$ cat src/rtl/bw_alu_pkg.sv
// Package: shared operation codes and flag bit positions for the byte/word ALU.
// Assumes a 4-bit operation code; the flag vector order is fixed and decoded by neighbours.
package bw_alu_pkg;

    typedef enum logic [3:0] {
        OP_ADD = 4'd0,
        OP_SUB = 4'd1,
        OP_AND = 4'd2,
        OP_OR  = 4'd3,
        OP_XOR = 4'd4,
        OP_NOT = 4'd5,
        OP_INC = 4'd6,
        OP_DEC = 4'd7,
        OP_NEG = 4'd8,
        OP_CMP = 4'd9,
        OP_SHL = 4'd10,
        OP_SHR = 4'd11,
        OP_ROL = 4'd12,
        OP_ROR = 4'd13,
        OP_RCL = 4'd14,
        OP_RCR = 4'd15
    } alu_op_e;

    localparam int FLAG_N = 6;
    localparam int FL_CF  = 0;
    localparam int FL_PF  = 1;
    localparam int FL_AF  = 2;
    localparam int FL_ZF  = 3;
    localparam int FL_SF  = 4;
    localparam int FL_OF  = 5;

endpackage

$ cat src/rtl/bw_addsub.sv
// Module: width-aware adder. Computes x + y + cin and reports raw carries.
// Assumes subtraction is presented as x + ~y + 1 by the caller, which inverts
// the carries into borrows. Upper bits of the sum are garbage in byte mode.
module bw_addsub #(
    parameter int W   = 16,
    parameter int H   = 8,
    parameter int NIB = 4
) (
    input  logic [W-1:0] x,
    input  logic [W-1:0] y,
    input  logic         cin,
    input  logic         narrow,
    output logic [W-1:0] sum,
    output logic         cout,
    output logic         c4,
    output logic         ovf
);

    logic [W:0]   full;
    logic [W-1:0] cin_vec;

    // Purpose: one full-width addition; carries into each bit recovered by XOR.
    always_comb begin
        full    = {1'b0, x} + {1'b0, y} + {{W{1'b0}}, cin};
        sum     = full[W-1:0];
        cin_vec = x ^ y ^ full[W-1:0];
    end

    // Purpose: select the carry out and signed overflow for the active width.
    always_comb begin
        c4 = cin_vec[NIB];
        if (narrow) begin
            cout = cin_vec[H];
            ovf  = (x[H-1] == y[H-1]) && (full[H-1] != x[H-1]);
        end else begin
            cout = full[W];
            ovf  = (x[W-1] == y[W-1]) && (full[W-1] != x[W-1]);
        end
    end

endmodule

$ cat src/rtl/bw_shifter.sv
// Module: one-position shifter/rotator for byte or word width.
// Assumes v is already masked to the active width (upper byte zero in byte mode).
module bw_shifter #(
    parameter int W = 16,
    parameter int H = 8
) (
    input  logic [W-1:0] v,
    input  logic         narrow,
    input  logic         left,
    input  logic         rotate,
    input  logic         thru,
    input  logic         cf_in,
    output logic [W-1:0] res,
    output logic         cout,
    output logic         ovf
);

    localparam logic [W-1:0] TOP_WORD  = {1'b1, {(W-1){1'b0}}};
    localparam logic [W-1:0] TOP_BYTE  = {{(W-H){1'b0}}, 1'b1, {(H-1){1'b0}}};
    localparam logic [W-1:0] MASK_BYTE = {{(W-H){1'b0}}, {H{1'b1}}};

    logic msb_in;
    logic fill;
    logic new_top;
    logic new_next;

    // Purpose: choose the incoming bit and form the shifted value.
    always_comb begin
        msb_in = narrow ? v[H-1] : v[W-1];
        if (rotate) begin
            fill = thru ? cf_in : (left ? msb_in : v[0]);
        end else begin
            fill = 1'b0;
        end
        if (left) begin
            res  = ((v << 1) | {{(W-1){1'b0}}, fill}) & (narrow ? MASK_BYTE : '1);
            cout = msb_in;
        end else begin
            res  = (v >> 1) | (fill ? (narrow ? TOP_BYTE : TOP_WORD) : '0);
            cout = v[0];
        end
    end

    // Purpose: overflow from the top of the new value.
    always_comb begin
        new_top  = narrow ? res[H-1] : res[W-1];
        new_next = narrow ? res[H-2] : res[W-2];
        ovf      = left ? (new_top ^ cout) : (new_top ^ new_next);
    end

endmodule

$ cat src/rtl/bw_flag_gen.sv
// Module: result-derived status bits: parity of the low byte, zero and sign
// for the active width. Assumes the upper byte of res is zero in byte mode.
module bw_flag_gen #(
    parameter int W     = 16,
    parameter int H     = 8,
    parameter int PAR_W = 8
) (
    input  logic [W-1:0] res,
    input  logic         narrow,
    output logic         pf,
    output logic         zf,
    output logic         sf
);

    // Purpose: derive parity, zero and sign from the result.
    always_comb begin
        pf = ~^res[PAR_W-1:0];
        zf = narrow ? (res[H-1:0] == '0) : (res == '0);
        sf = narrow ? res[H-1] : res[W-1];
    end

endmodule

$ cat src/rtl/bw_alu.sv
// Module: byte/word ALU with a six-bit flag register.
// Result and flags are combinational from the inputs and the stored flags; the
// flag register loads on flag_we_i. Assumes DATA_W = 2 * BYTE_W and BYTE_W >= 8.
module bw_alu
    import bw_alu_pkg::*;
#(
    parameter int DATA_W = 16,
    parameter int BYTE_W = 8
) (
    input  logic              clk,
    input  logic              rst_n,
    input  logic [3:0]        op_i,
    input  logic              word_i,
    input  logic [DATA_W-1:0] a_i,
    input  logic [DATA_W-1:0] b_i,
    input  logic              flag_we_i,
    output logic [DATA_W-1:0] res_o,
    output logic [FLAG_N-1:0] flags_o,
    output logic [FLAG_N-1:0] flag_reg_o
);

    localparam int NIB_W = BYTE_W / 2;
    localparam logic [DATA_W-1:0] BYTE_MASK = {{(DATA_W-BYTE_W){1'b0}}, {BYTE_W{1'b1}}};
    localparam logic [DATA_W-1:0] ONE       = {{(DATA_W-1){1'b0}}, 1'b1};

    alu_op_e           op;
    logic              narrow;
    logic [DATA_W-1:0] wmask, a_m, b_m;
    logic              is_arith, is_sub, is_logic, is_shift, is_rot, keep_cf;
    logic [DATA_W-1:0] ax, ay, sum, sh_res, flag_src;
    logic              acin, a_cout, a_c4, a_ovf;
    logic              sh_cout, sh_ovf;
    logic              g_pf, g_zf, g_sf;

    assign op     = alu_op_e'(op_i);
    assign narrow = ~word_i;
    assign wmask  = narrow ? BYTE_MASK : '1;
    assign a_m    = a_i & wmask;
    assign b_m    = b_i & wmask;

    // Purpose: classify the operation into flag-rule groups.
    always_comb begin
        is_arith = op inside {OP_ADD, OP_SUB, OP_CMP, OP_INC, OP_DEC, OP_NEG};
        is_sub   = op inside {OP_SUB, OP_CMP, OP_DEC, OP_NEG};
        is_logic = op inside {OP_AND, OP_OR, OP_XOR, OP_NOT};
        is_shift = op inside {OP_SHL, OP_SHR};
        is_rot   = op inside {OP_ROL, OP_ROR, OP_RCL, OP_RCR};
        keep_cf  = op inside {OP_INC, OP_DEC};
    end

    // Purpose: present adder operands; subtraction as x + ~y + 1.
    always_comb begin
        ax   = a_m;
        ay   = b_m;
        acin = 1'b0;
        unique case (op)
            OP_SUB, OP_CMP: begin ay = ~b_m; acin = 1'b1; end
            OP_INC:         begin ay = ONE;  acin = 1'b0; end
            OP_DEC:         begin ay = ~ONE; acin = 1'b1; end
            OP_NEG:         begin ax = '0; ay = ~a_m; acin = 1'b1; end
            default:        begin ax = a_m; ay = b_m; acin = 1'b0; end
        endcase
    end

    bw_addsub #(.W(DATA_W), .H(BYTE_W), .NIB(NIB_W)) i_addsub (
        .x(ax), .y(ay), .cin(acin), .narrow(narrow),
        .sum(sum), .cout(a_cout), .c4(a_c4), .ovf(a_ovf)
    );

    bw_shifter #(.W(DATA_W), .H(BYTE_W)) i_shifter (
        .v(a_m), .narrow(narrow),
        .left(op inside {OP_SHL, OP_ROL, OP_RCL}),
        .rotate(is_rot),
        .thru(op inside {OP_RCL, OP_RCR}),
        .cf_in(flag_reg_o[FL_CF]),
        .res(sh_res), .cout(sh_cout), .ovf(sh_ovf)
    );

    // Purpose: select the visible result for the operation.
    always_comb begin
        unique case (op)
            OP_AND:  res_o = a_m & b_m;
            OP_OR:   res_o = a_m | b_m;
            OP_XOR:  res_o = a_m ^ b_m;
            OP_NOT:  res_o = ~a_m & wmask;
            OP_CMP:  res_o = a_m;
            default: res_o = (is_shift || is_rot) ? sh_res : (sum & wmask);
        endcase
        flag_src = (op == OP_CMP) ? (sum & wmask) : res_o;
    end

    bw_flag_gen #(.W(DATA_W), .H(BYTE_W), .PAR_W(8)) i_flag_gen (
        .res(flag_src), .narrow(narrow), .pf(g_pf), .zf(g_zf), .sf(g_sf)
    );

    // Purpose: assemble the flag vector by operation group.
    always_comb begin
        flags_o        = '0;
        flags_o[FL_PF] = g_pf;
        flags_o[FL_ZF] = g_zf;
        flags_o[FL_SF] = g_sf;
        if (is_arith) begin
            flags_o[FL_CF] = keep_cf ? flag_reg_o[FL_CF] : (a_cout ^ is_sub);
            flags_o[FL_AF] = a_c4 ^ is_sub;
            flags_o[FL_OF] = a_ovf;
        end else if (is_shift) begin
            flags_o[FL_CF] = sh_cout;
            flags_o[FL_OF] = sh_ovf;
        end else if (is_rot) begin
            flags_o        = flag_reg_o;
            flags_o[FL_CF] = sh_cout;
            flags_o[FL_OF] = sh_ovf;
        end
    end

    // Purpose: flag register with synchronous active-low reset.
    always_ff @(posedge clk) begin
        if (!rst_n) begin
            flag_reg_o <= '0;
        end else if (flag_we_i) begin
            flag_reg_o <= flags_o;
        end
    end

    // byte mode never drives the upper result byte.
    p_byte_upper_r1: assert property (@(posedge clk) disable iff (!rst_n)
        !word_i |-> res_o[DATA_W-1:BYTE_W] == '0);
    // zero flag agrees with the visible result outside compare and rotates.
    p_zero_flag_r2: assert property (@(posedge clk) disable iff (!rst_n)
        (!is_rot && op != OP_CMP) |-> flags_o[FL_ZF] == (res_o == '0));
    // sign flag is the top bit of the active width of the result.
    p_sign_flag_r2: assert property (@(posedge clk) disable iff (!rst_n)
        (!is_rot && op != OP_CMP) |->
            flags_o[FL_SF] == (word_i ? res_o[DATA_W-1] : res_o[BYTE_W-1]));
    // compare leaves the first operand on the result port.
    p_cmp_keep_r4: assert property (@(posedge clk) disable iff (!rst_n)
        op == OP_CMP |-> res_o == (word_i ? a_i : (a_i & BYTE_MASK)));
    // logic operations clear carry, auxiliary carry and overflow.
    p_logic_clear_r5: assert property (@(posedge clk) disable iff (!rst_n)
        is_logic |-> !flags_o[FL_CF] && !flags_o[FL_AF] && !flags_o[FL_OF]);
    // increment and decrement carry the stored carry through.
    p_incdec_cf_r6: assert property (@(posedge clk) disable iff (!rst_n)
        keep_cf |-> flags_o[FL_CF] == flag_reg_o[FL_CF]);
    // negate borrows exactly when the operand is non-zero.
    p_neg_carry_r7: assert property (@(posedge clk) disable iff (!rst_n)
        op == OP_NEG |-> flags_o[FL_CF] == (a_m != '0));
    // rotates keep parity, auxiliary, zero and sign from the register.
    p_rot_keep_r9: assert property (@(posedge clk) disable iff (!rst_n)
        is_rot |-> flags_o[FL_SF:FL_PF] == flag_reg_o[FL_SF:FL_PF]);
    // register holds without a write enable.
    p_hold_r10: assert property (@(posedge clk) disable iff (!rst_n)
        !flag_we_i |=> $stable(flag_reg_o));
    // register captures the computed flags on a write enable.
    p_load_r10: assert property (@(posedge clk) disable iff (!rst_n)
        flag_we_i |=> flag_reg_o == $past(flags_o));

endmodule

$ cat config.mk
export PLATFORM = sky130hd
export DESIGN_NAME = bw_alu
export DESIGN_NICKNAME = d
export VERILOG_FILES = /design/src/rtl/bw_alu_pkg.sv /design/src/rtl/bw_addsub.sv /design/src/rtl/bw_shifter.sv /design/src/rtl/bw_flag_gen.sv /design/src/rtl/bw_alu.sv
export SDC_FILE = /design/constraint.sdc
export NUM_CORES = 1
export LEC_CHECK = 0
export ABC_CLOCK_PERIOD_IN_PS = 19700
export CORE_MARGIN = 3
export CORE_UTILIZATION = 52
export DETAILED_ROUTE_END_ITERATION = 10
export PLACE_DENSITY = 0.9
export SLEW_MARGIN = 20
export SYNTH_ARGS = -nofsm -noshare
export SYNTH_HDL_FRONTEND = slang
export SYNTH_SLANG_ARGS = --single-unit
$ cat constraint.sdc
create_clock -name clk -period 19.7 [get_ports clk]
set_clock_uncertainty 0.15 [all_clocks]
set_input_delay 5.91 -clock clk [delete_from_list [all_inputs] [get_ports clk]]
set_output_delay 5.91 -clock clk [all_outputs]
set_load 0.005 [all_outputs]
# After elaboration in Yosys (flattened, before gate mapping)
# Cells that the tools add are included.
# W data, S select, Z words.
# word_totals
reg_bits	6
latch_bits	0
mem_bits_rw	0
mem_bits_ro	0
output_inout_bits	28
wordCells	87
memories	0
# op_classes
add_sub_neg	2
n_mul	0
n_div	0
n_lt_le_gt_ge	0
eq_ne	19
n_shift	0
n_mux	31
n_bitwise	18
n_reduce_logical	16
# ops
operator	n
$mux W16	7
$and A16 B16 Y16	6
$pmux W16 S5	1
$pmux W16 S4	1
$eq A4 B4 Y1 const B	8
$not A16 Y16	2
$mux W1	19
$xor A9 B9 Y9	2
$add A16 B16 Y17	1
$add A17 B1 Y17	1
$eq A4 B3 Y1 const B	4
$logic_not A16 Y1	1
$or A15 B16 Y16	1
$or A16 B1 Y16	1
$or A16 B16 Y16	1
$xor A16 B16 Y16	1
$eq A4 B2 Y1 const B	2
$logic_not A8 Y1	1
$reduce_bool A4 Y1	2
$reduce_xnor A8 Y1	1
$mux W6	1
$reduce_bool A2 Y1	3
$reduce_bool A6 Y1	1
$eq A4 B1 Y1 const B	1
other kinds (11)	17

# Longest topological paths before layout
# logic_depth
word_depth	17
depth_mapped	25
ltp_nobuf	20

# Cells and area by module
# From an unflattened synthesis, not the netlist that was laid out.
# hier_totals
cells_unflattened	678
hier_area_um2	4697.0
# modules_own_cells
module	instances	cells_per_inst	area_each_um2	seq_area_each_um2
bw_alu	1	507	3470.8	120.1
bw_addsub	1	99	763.2	0.0
bw_shifter	1	51	317.8	0.0
bw_flag_gen	1	21	145.1	0.0

# Worst setup path before layout
# Ideal clock, no wire load.
# synth_timing
path_kind	input -> output
from	input op_i[2]
to	output flags_o[3]
arrival_ns	10.042
t_required_ns	13.640
slack_ns	3.598
cell_stages	19
n_path_buf	3
path_cell_list	clkbuf_1 > clkbuf_1 > nand2b_1 > clkbuf_1 > nor2_1 > a21oi_1 > o21ai_0 > a221oi_1 > fa_1 > inv_1 > fa_1 > a211oi_2 > o211ai_2 > a211o_1 > a31oi_2 > xnor2_1 > a221o_1 > o41a_1 > o31ai_1
# synth_via
elab_chain_len	16
# synth_lines
item	line	source
from (decl)	bw_alu.sv:12	input logic [3:0] op_i,
parallel branches: the longest is 9 deep, another holds $add A16 B16 Y17	--	
$pmux W16 S5 (*)	bw_alu.sv:81	unique case (op)
via res_o[14]	bw_alu.sv:17	output logic [DATA_W-1:0] res_o,
$mux W16 (*)	bw_alu.sv:89	flag_src = (op == OP_CMP) ? (sum & wmask) : res_o;
$logic_not A16 Y1 (*)	bw_flag_gen.sv:18	zf = narrow ? (res[H-1:0] == '0) : (res == '0);
$mux W1 (*)	bw_flag_gen.sv:18	
$mux W6	bw_alu.sv:109	end else if (is_rot) begin
$mux W4	bw_alu.sv:106	end else if (is_shift) begin
$mux W2 (*)	bw_alu.sv:102	if (is_arith) begin
to (decl)	bw_alu.sv:18	output logic [FLAG_N-1:0] flags_o,
# Mark *: on every way through the listed nets, which the timed path passes.

# Worst setup path in the final report
# layout_timing
from	input op_i[3]
to	output flags_o[3]
# layout_via
elab_chain_len	16
# layout_lines
item	line
parallel branches: the longest is 15 deep, another holds $add A16 B16 Y17	--
$mux W2 (*)	bw_alu.sv:102
# Every way passes the cells marked *.

==> impl_metrics.ini <==
[status]
status = complete, no violations

[clock_network]
cts-resized-gates = 0
cts_tree = yes
cts_buffer_depth = 2
path_clk_slew_ns = 0.04
cts_buffers = 3
cts_root_buf = clkbuf_8
clock_latency_ns = 0.23
post_cts_buffers = 0
cts_max_level = 1
cts.sinks = 6
hold_buffers = 0

[timing]
setup_viol = 0
slew-limit-headroom_pct = 35.4
period_share_pct = 91.3
max_freq_mhz = 55.6
slew_viol_final = 0
finalSetupTns_ns = 0
rsz0062_at_grt = no
min_period_ns = 17.99
tightest_slew_ns = 0.970
hold_viol_final = 0

[global_routing]
overflow = 0
grt_max_degree = 61
grt_usage_pct = 35.2
antenna_found_initial = 0
grt_pass1_vias = 4735
grt_pass1_wl_um = 25300

[drt]
final_antenna_net_count = 0
num_vias = 5317
wl_met2_um = 6720
routed_via_density = 6.98
routedWlPerCell_um = 21.2
route.met3.wl_um = 2450
top_layer = met4
remaining_drc_errors = 0
drt-total-wl_um = 16200
drt_pass1_iterations = 8
wl_met1_um = 6550
drt_iter0_drc = 1046

[synthesis]
synth_top_area_cell = ha_1
syn_inst = 635
synth_edf_count = 0
syn_area_per_cell_um2 = 6.54
yosysSeqAreaShare_pct = 2.89
netlist-cell-type-count = 77
synthTopCellsByArea = ha_1, a21oi_1, nor2_1, o21ai_0, nand2_1
synthesis.area_mm2 = 0.00415
async_reset_ff_share_pct = 0
ys_seq_elements = 6
yosysMostFrequentCell = nor2_1
synthesis.nets = 728
ys.warnings.count = 0
synthFlopType = dfxtp_1
netlist_top_cells_count = nor2_1, nand2_1, a21oi_1
netlist.area_leader.share_pct = 15.4

[floorplanning]
die_area_mm2 = 0.00910
design.core.area_mm2 = 0.00749
die_w_um = 95.4
num_io_pins = 68
rows = 31
initial_core_util_pct = 55.5
die_height_um = 95.4

[pwr]
p_total_uw = 214
p_leak_uw = 0.00208
ir_worst_vdd_mv = 0.0782
p_per_area_mw_per_mm2 = 44.9

[placement]
routabilityCongestion = 1.04
io_buffer_count = 67
dp_hpwl_um = 11900

[hold_path]
hold_path.class = reg2reg
min_to = flag_reg_o[1]
hp-start = flag_reg_o[1]
whs_path_depth = 2

[worst_setup_path]
r2r_slack_ns = 16.84
regToRegEndpoint = flag_reg_o[3]
crit_arrival_ns = 11.93
end_kind = output port
crit_fanout = 39
ff2ff_path_depth = 11
path_class = in2out
startpoint_type = input pin
worstReg2RegStart = flag_reg_o[0]
crit_required_ns = 13.64

[finish]
area_growth_pct = 14.9
nFillCells = 680
top_regs = flag_reg_o: 6 flops
nNetsFinal = 758
num_antenna_cells = 0
drive_above_1_share_pct = 5.28
regMostFlops = flag_reg_o
largest_reg_flops = 6

[job]
drv_cap = 0
-- how the worst max path moves through the flow --
| stage | start | to | depth (start not counted) |
|---|---|---|---|
| 2_1_floorplan | op_i[2] | flags_o[3] | 19 |
| 3_3_place_gp | op_i[2] | flags_o[3] | 18 |
| 3_5_place_dp | op_i[2] | flags_o[3] | 20 |
| 4_1_cts | op_i[2] | flags_o[3] | 20 |
| 5_1_grt | op_i[3] | flags_o[3] | 22 |
| 6_report | op_i[3] | flags_o[3] | 22 |
-- critical path, stage by stage --
cell,delay [ns]
clkdlybuf4s50_1,0.45
buf_4,0.37
nand2b_1,0.53
nor2_2,0.30
o21ai_0,0.23
o21ai_0,0.11
a221oi_1,0.32
fa_1,0.26
inv_1,0.06
fa_1,0.49
a21o_2,0.21
a21oi_1,0.39
xnor2_1,0.16
o211ai_1,0.18
nand2_1,0.10
mux2i_1,0.15
ha_1,0.18
nand4_1,0.15
nor4_1,0.33
a2bb2oi_1,0.15
o31ai_1,0.32
clkdlybuf4s50_1,0.56
-- layout make-up --
| cell class | instances | area (µm²) | share of cell area, % |
|---|---|---|---|
| inverter | 41 | 154 | 3.22 |
| tap | 99 | 124 | 2.60 |
| multi-input combinational | 538 | 3610 | 75.7 |
| timing repair buffer | 75 | 721 | 15.1 |
| clock buffer | 3 | 41.3 | 0.865 |
| sequential | 6 | 120 | 2.52 |
-- report_power, final --
group	total, µW	internal, µW	switching (µW)
Clock	19.2	13.2	6.02
Sequential	15.3	13.9	1.38
Combinational	180	80.3	99.4
Total	214	107	107
-- metrics by stage --
stage / std cells / hold WS (ns) / utilization [%] / instance area, µm² / setup slack [ns]
global placement: 759 / 0.367 / 63.2 / 4730 / 1.90
detailed placement: 759 / 0.385 / 63.2 / 4730 / 1.80
finish: 762 / 0.387 / 63.7 / 4770 / 1.71
floorplan: 635 / 0.355 / - / 4150 / 3.60
global route: 762 / 0.420 / 63.7 / 4770 / 1.36
CTS: 762 / 0.392 / 63.7 / 4770 / 1.74
-- layout by cell type, fill, tap and decap left out, types with 4 or more instances in the layout --
master	instances
buf_4	8
o31ai_1	6
a211oi_1	5
nand4_1	5
nor2_1	74
nand2b_1	5
a21oi_1	57
clkdlybuf4s50_1	65
nand2_1	59
ha_1	51
xnor2_1	12
a222oi_1	5
xor2_1	5
inv_1	40
nand3b_1	5
o21a_1	5
nor3_1	13
o21ai_0	55
a221oi_1	15
a21o_1	5
or3_1	4
o221ai_1	12
mux2i_1	17
a221o_1	4
o211ai_1	15
dfxtp_1	6
nand3_1	8
o22ai_1	27
a31oi_1	5
nor2b_1	6
-- logic make-up after synthesis --
logic type      Yosys count  share of synthesized area (%)
compound gates          252                           40.8
xor+xnor                 17                           3.58
fa+ha+maj                53                           16.3
buf+inv                  91                           10.2
flops                     6                           2.89
mux                      18                           4.37
simple gates            198                           21.9
-- per-layer routing --
metal,vias up,GRT usage [%]
met3,46,9.16
met5,-,0
met4,0,11.4
met2,441,51.0
met1,2400,50.1
li1,2430,-
No activity file was read; power rests on OpenSTA's default activity.
